**src/rtl/hazard_fwd_unit.sv**
```systemverilog
module hazard_fwd_unit #(
  parameter int XLEN = 32,
  parameter int NREG = 32,
  localparam int RW = $clog2(NREG)
) (
  input  logic [RW-1:0]   ex_rs1,
  input  logic [RW-1:0]   ex_rs2,
  input  logic [RW-1:0]   ex_rd,
  input  logic            ex_is_load,
  input  logic [RW-1:0]   id_rs1,
  input  logic [RW-1:0]   id_rs2,
  input  logic            id_is_store,
  input  logic [RW-1:0]   mem_rd,
  input  logic            mem_we,
  input  logic [RW-1:0]   mem_src2,
  input  logic [RW-1:0]   wb_rd,
  input  logic            wb_we,
  input  logic [XLEN-1:0] rf_a,
  input  logic [XLEN-1:0] rf_b,
  input  logic [XLEN-1:0] mem_alu,
  input  logic [XLEN-1:0] wb_data,
  input  logic [XLEN-1:0] mem_store_in,
  output logic [1:0]      fwd_a_sel,
  output logic [1:0]      fwd_b_sel,
  output logic            st_sel,
  output logic [XLEN-1:0] opnd_a,
  output logic [XLEN-1:0] opnd_b,
  output logic [XLEN-1:0] store_data,
  output logic            pc_hold,
  output logic            ifid_hold,
  output logic            idex_flush
);

  localparam logic [1:0] SEL_RF  = 2'b00;
  localparam logic [1:0] SEL_WB  = 2'b01;
  localparam logic [1:0] SEL_MEM = 2'b10;

  logic mem_ok, wb_ok, ld_hit, stall;

  assign mem_ok = mem_we && (mem_rd != '0);
  assign wb_ok  = wb_we  && (wb_rd  != '0);

  assign fwd_a_sel = (mem_ok && mem_rd == ex_rs1) ? SEL_MEM :
                     (wb_ok  && wb_rd  == ex_rs1) ? SEL_WB  : SEL_RF;
  assign fwd_b_sel = (mem_ok && mem_rd == ex_rs2) ? SEL_MEM :
                     (wb_ok  && wb_rd  == ex_rs2) ? SEL_WB  : SEL_RF;

  always_comb begin
    case (fwd_a_sel)
      SEL_MEM: opnd_a = mem_alu;
      SEL_WB:  opnd_a = wb_data;
      default: opnd_a = rf_a;
    endcase
    case (fwd_b_sel)
      SEL_MEM: opnd_b = mem_alu;
      SEL_WB:  opnd_b = wb_data;
      default: opnd_b = rf_b;
    endcase
  end

  assign st_sel     = wb_ok && (wb_rd == mem_src2);
  assign store_data = st_sel ? wb_data : mem_store_in;

  assign ld_hit = (ex_rd == id_rs1) || ((ex_rd == id_rs2) && !id_is_store);
  assign stall  = ex_is_load && (ex_rd != '0) && ld_hit;

  assign pc_hold    = stall;
  assign ifid_hold  = stall;
  assign idex_flush = stall;

endmodule

```
**config.mk**
```make
export PLATFORM = sky130hd
export DESIGN_NAME = hazard_fwd_unit
export DESIGN_NICKNAME = d
export VERILOG_FILES = /design/src/rtl/hazard_fwd_unit.sv
export SDC_FILE = /design/constraint.sdc
export NUM_CORES = 1
export LEC_CHECK = 0
export BUFFER_PORTS_ARGS = -buffer_cell sky130_fd_sc_hd__buf_2
export CAP_MARGIN = 20
export CORE_AREA = 3 3 118 120
export DETAILED_ROUTE_END_ITERATION = 7
export DIE_AREA = 0 0 121 123
export GPL_ROUTABILITY_DRIVEN = 0
export GPL_TIMING_DRIVEN = 0
export PLACE_DENSITY = 0.54
export RECOVER_POWER = 50
export SLEW_MARGIN = 5
export SYNTH_ARGS = -nofsm -noshare
export SYNTH_HDL_FRONTEND = slang
export SYNTH_SLANG_ARGS = --single-unit
```
**constraint.sdc**
```tcl
create_clock -name vclk -period 1.5
set_clock_uncertainty 0.2 [all_clocks]
set_input_delay 0 -clock vclk [all_inputs]
set_output_delay 0 -clock vclk [all_outputs]
set_load 0.05 [all_outputs]
```
---- After elaboration in Yosys (flattened, before gate mapping) ----
Cells that the tools add are included.
storage, ports and cells
  flip-flop bits (word level) ............. 0
  bits in latches ......................... 0
  RAM bits ................................ 0
  memory bits (read-only) ................. 0
  input bits .............................. 204
  output and inout port bits .............. 104
  logic and storage cells ................. 33
  memories ................................ 0
operators by class
  add/sub/neg operators ................... 0
  $mul .................................... 0
  div/mod/pow operators ................... 0
  magnitude comparators ................... 0
  eq/ne operators ......................... 11
  shifts and indexed selects .............. 0
  muxes and demuxes ....................... 7
  bitwise gates (word level) .............. 0
  reductions and logical operators ........ 15
operator list
  kind                                                  count
  case mux 32 bit (2 select lines)                      2
  equality test 5 bit                                   7
  two-way mux 32 bit                                    1
  nonzero test 5 bit                                    3
  logical AND 1 bit                                     10
  equality test 2 x 1 -> 1 bit (second input constant)  2
  equality test 2 bit (second input constant)           2
  two-way mux 2 bit                                     2
  two-way mux 1 bit                                     2
  zero test 1 bit                                       1
  logical OR 1 bit                                      1

---- Logic depth before layout (Yosys ltp) ----
  depth after elaboration ................. 7
  mapped depth ............................ 7

---- Worst setup path after synthesis ----
No wires, ideal clock.
  path kind ............................... input-to-output
  start ................................... input mem_rd[1]
  end ..................................... output fwd_a_sel[0]
  arrival ................................. 2.143 ns
  required time ........................... 1.300 ns
  setup slack ............................. -0.843 ns
  cell stages on the path ................. 6
  cell sequence ........................... or4_4 o211ai_2 or2_1 buf_2 inv_2 nor4_2
between the ends
  cells in the longest elaborated chain, start to end .. 4
  elaborated cells between the ends (all ways) .. 5
  those cells by class .................... eq/ne: 1; mux: 1; reduce/logical: 3
ends and longest elaborated chain
  what                   line  RTL
  start, declared        13    input logic [RW-1:0] mem_rd,
  nonzero test 5 bit     40    assign mem_ok = mem_we && (mem_rd != '0);
  logical AND 1 bit      40
  logical AND 1 bit (*)  43    assign fwd_a_sel = (mem_ok && mem_rd == ex_rs1) ? SEL_MEM :
  two-way mux 2 bit (*)  43
  end, declared          23    output logic [1:0] fwd_a_sel,
Every way passes the cells marked *; elsewhere a longest branch is shown, timed or not.

---- Worst setup path after layout ----
  start ................................... input wb_rd[1]
  end ..................................... output store_data[29]
between the ends
  cells in the longest elaborated chain, start to end .. 4
  elaborated cells between the ends (all ways) .. 5
  those cells by class .................... eq/ne: 1; mux: 1; reduce/logical: 3
ends and longest elaborated chain
  what                    line  RTL
  start, declared         16    input logic [RW-1:0] wb_rd,
  nonzero test 5 bit      41    assign wb_ok = wb_we && (wb_rd != '0);
  logical AND 1 bit       41
  logical AND 1 bit (*)   61    assign st_sel = wb_ok && (wb_rd == mem_src2);
  two-way mux 32 bit (*)  62    assign store_data = st_sel ? wb_data : mem_store_in;
  end, declared           28    output logic [XLEN-1:0] store_data,
Marks and branches as above.

==> results.json <==
{
  "outcome": "complete, but fails checks",
  "violations": "negative setup slack",
  "synth_compound_area_frac": 0.332,
  "synthCells": 422,
  "core_area_mm2": 0.0131,
  "hold_viol_final": 0,
  "critPathLaunchType": "primary input",
  "wl_mm": 21.3,
  "ys_seq_area_frac": 0,
  "synth-xor-area-share": 0.108,
  "die_h_um": 123,
  "seq_area_um2": 0,
  "die_x_um": 121,
  "synth-simple-area-share": 0.315,
  "diodes": 0,
  "grt_overflow": 0,
  "slew-limit-headroom": 0.628,
  "most-common-layout-cells": "201 x buf_2, 105 x buf_6, 67 x nand4_1, 63 x nor3_1, 60 x a31oi_4",
  "fillCellCount": 1129,
  "boundaryPins": 308,
  "vdd_drop_max_uv": 196,
  "layout.nets": 980,
  "rows": 42,
  "numPortBuffers": 307,
  "grt_pass1_vias": 5443,
  "dr.pass1.iters": 4,
  "hold_path_end": "store_data[6]",
  "post_drt_via_cell_ratio": 5.59,
  "worstPathCellList": "buf_8 -> or4_4 -> o21ai_4 -> buf_6 -> nor4_4 -> buf_12 -> buf_12 -> mux2_4 -> buf_8",
  "place_area_mm2": 0.00599,
  "tightest_slew_ps": 558,
  "leakage_nw": 3.08,
  "required_ps": 1300,
  "grt_pass1_wl_mm": 31.5,
  "crit_path_end_kind": "primary output",
  "ant_nets": 0,
  "report.final.slew_viol_count": 0,
  "critPathMaxFanout": 10,
  "synthTopCellsByArea": "o31ai_1 17%, nand4_1 15%, a31oi_1 14%, mux2_1 13%, nor3_1 12%",
  "syn2layout_area_growth_pct": 185,
  "wl_per_cell_um": 22.4,
  "synth.distinct_cells": 26,
  "path_class": "in -> out",
  "nClkBuffers": 0,
  "cp_data_arrival_time_ps": 1810,
  "max_freq_mhz": 497,
  "layout-drive-gt1-share": 0.758,
  "drt_first_iter_violations": 291,
  "crit_slowest_cell": "or4_4",
  "layout_commonest_cell": "buf_2",
  "grtUsageTotal": 0.267,
  "cellPowerDensity_mw_per_mm2": 396,
  "cp_slowest_stage_delay_ps": 540,
  "synth.cell_area_mm2": 0.00283,
  "synthAdderAreaFrac": 0,
  "num_vias": 5309,
  "rsz0062_at_grt": "true",
  "grt_max_degree": 11,
  "start_util": 0.216,
  "drcViolationCount": 0,
  "max_cap_violations": 0,
  "setup_ws_ps": -511,
  "min_period_ps": 2010,
  "yosys.area.top_type": "o31ai_1",
  "dieArea_mm2": 0.0149,
  "post-route-util": 0.617,
  "design.seq.count": 0,
  "pre_cts_slack_ps": -1080,
  "muxShareOfSynthArea": 0.127,
  "synth_top_family_by_area": "compound AO/OA/AOI/OAI gates",
  "setup_viol": 101,
  "postSynthAreaPerCell_um2": 6.70,
  "min_from": "mem_store_in[6]",
  "synth_top_area_frac": 0.170,
  "post-dp-hpwl_mm": 15.9,
  "yosysWarnings": 0,
  "total_power_w": 0.00320,
  "antenna_found_initial": 0,
  "finalInstanceArea_mm2": 0.00807,
  "period_share": 1.34,
  "hold-path-cell-count": 3,
  "multi_input_area_mm2": 0.00412,
  "synthesis.nets": 626,
  "hold_path.class": "in -> out"
}
==> where the power goes <==
| group | leakage (nW) | internal, W | switching [W] |
|---|---|---|---|
| clock network | 0 | 0 | 0 |
| registers | 0 | 0 | 0 |
| logic | 3.08 | 0.00131 | 0.00189 |
==> metrics by stage <==
| step | setup TNS [ps] | hold WS [ps] | cells |
|---|---|---|---|
| floorplan | -25470 | 16.2 | 422 |
| global placement | -77590 | 242 | 905 |
| detailed placement | -78650 | 245 | 905 |
| CTS | -44260 | 154 | 950 |
| global route | -48360 | 159 | 950 |
| finish | -43230 | 153 | 950 |
==> cell usage after synthesis, drive strengths merged <==
library cell / n
nand4: 67
nor3: 67
a31oi: 64
o31ai: 64
clkbuf: 37
mux2: 32
buf: 31
xnor2: 19
xor2: 16
or2: 4
nor4: 3
or3: 3
or4: 3
inv: 2
nand3: 2
nor2: 2
o211ai: 2
o21ai: 2
a21oi: 1
o21a: 1
==> area by class of cell <==
type / instances / share of cell area
Buffer: 65 / 0.0907
Tap cell: 176 / 0.0273
Timing Repair Buffer: 355 / 0.370
Inverter: 2 / 0.00248
Multi-Input combinational cell: 352 / 0.510
==> worst max-delay path: cells and delay by family <==
family	cells	cell delay (ps)
simple gates	2	580
compound gates	1	200
mux	1	320
buf+inv	5	700
==> how the worst max path moves through the flow <==
stage / end / from / slack (ps) / cells past startpoint
3_5_place_dp: opnd_b[28] / wb_rd[1] / -1080 / 7
4_1_cts: store_data[29] / wb_rd[1] / -510 / 9
5_1_grt: store_data[29] / wb_rd[1] / -540 / 9
3_3_place_gp: opnd_b[13] / wb_rd[1] / -1080 / 7
2_1_floorplan: fwd_b_sel[0] / mem_rd[3] / -490 / 6
6_report: store_data[29] / wb_rd[1] / -510 / 9
==> metal layers <==
metal	GRT usage	vias to the layer above	share of wire
met1	0.327	2582	0.38
li1	-	2452	-
met3	0.0366	25	0.075
met2	0.501	250	0.53
met5	0	-	0
met4	0.0510	0	0.021
==> cells by family after synthesis <==
group,count (synthesis)
buffers and inverters,70
and+or+nand+nor,151
muxes,32
AOI/OAI and AO/OA,134
xor gates and xnor gates,35
==> timing repair <==
action                     4_1_cts  5_1_grt
setup endpoints to repair      104      104
gates cloned                    10        0
gates resized for setup        385       21
hold buffers                     0        0
pin swaps                       41        6
setup buffers                   39        1
Note: power is estimated with default switching activity, not from simulation.
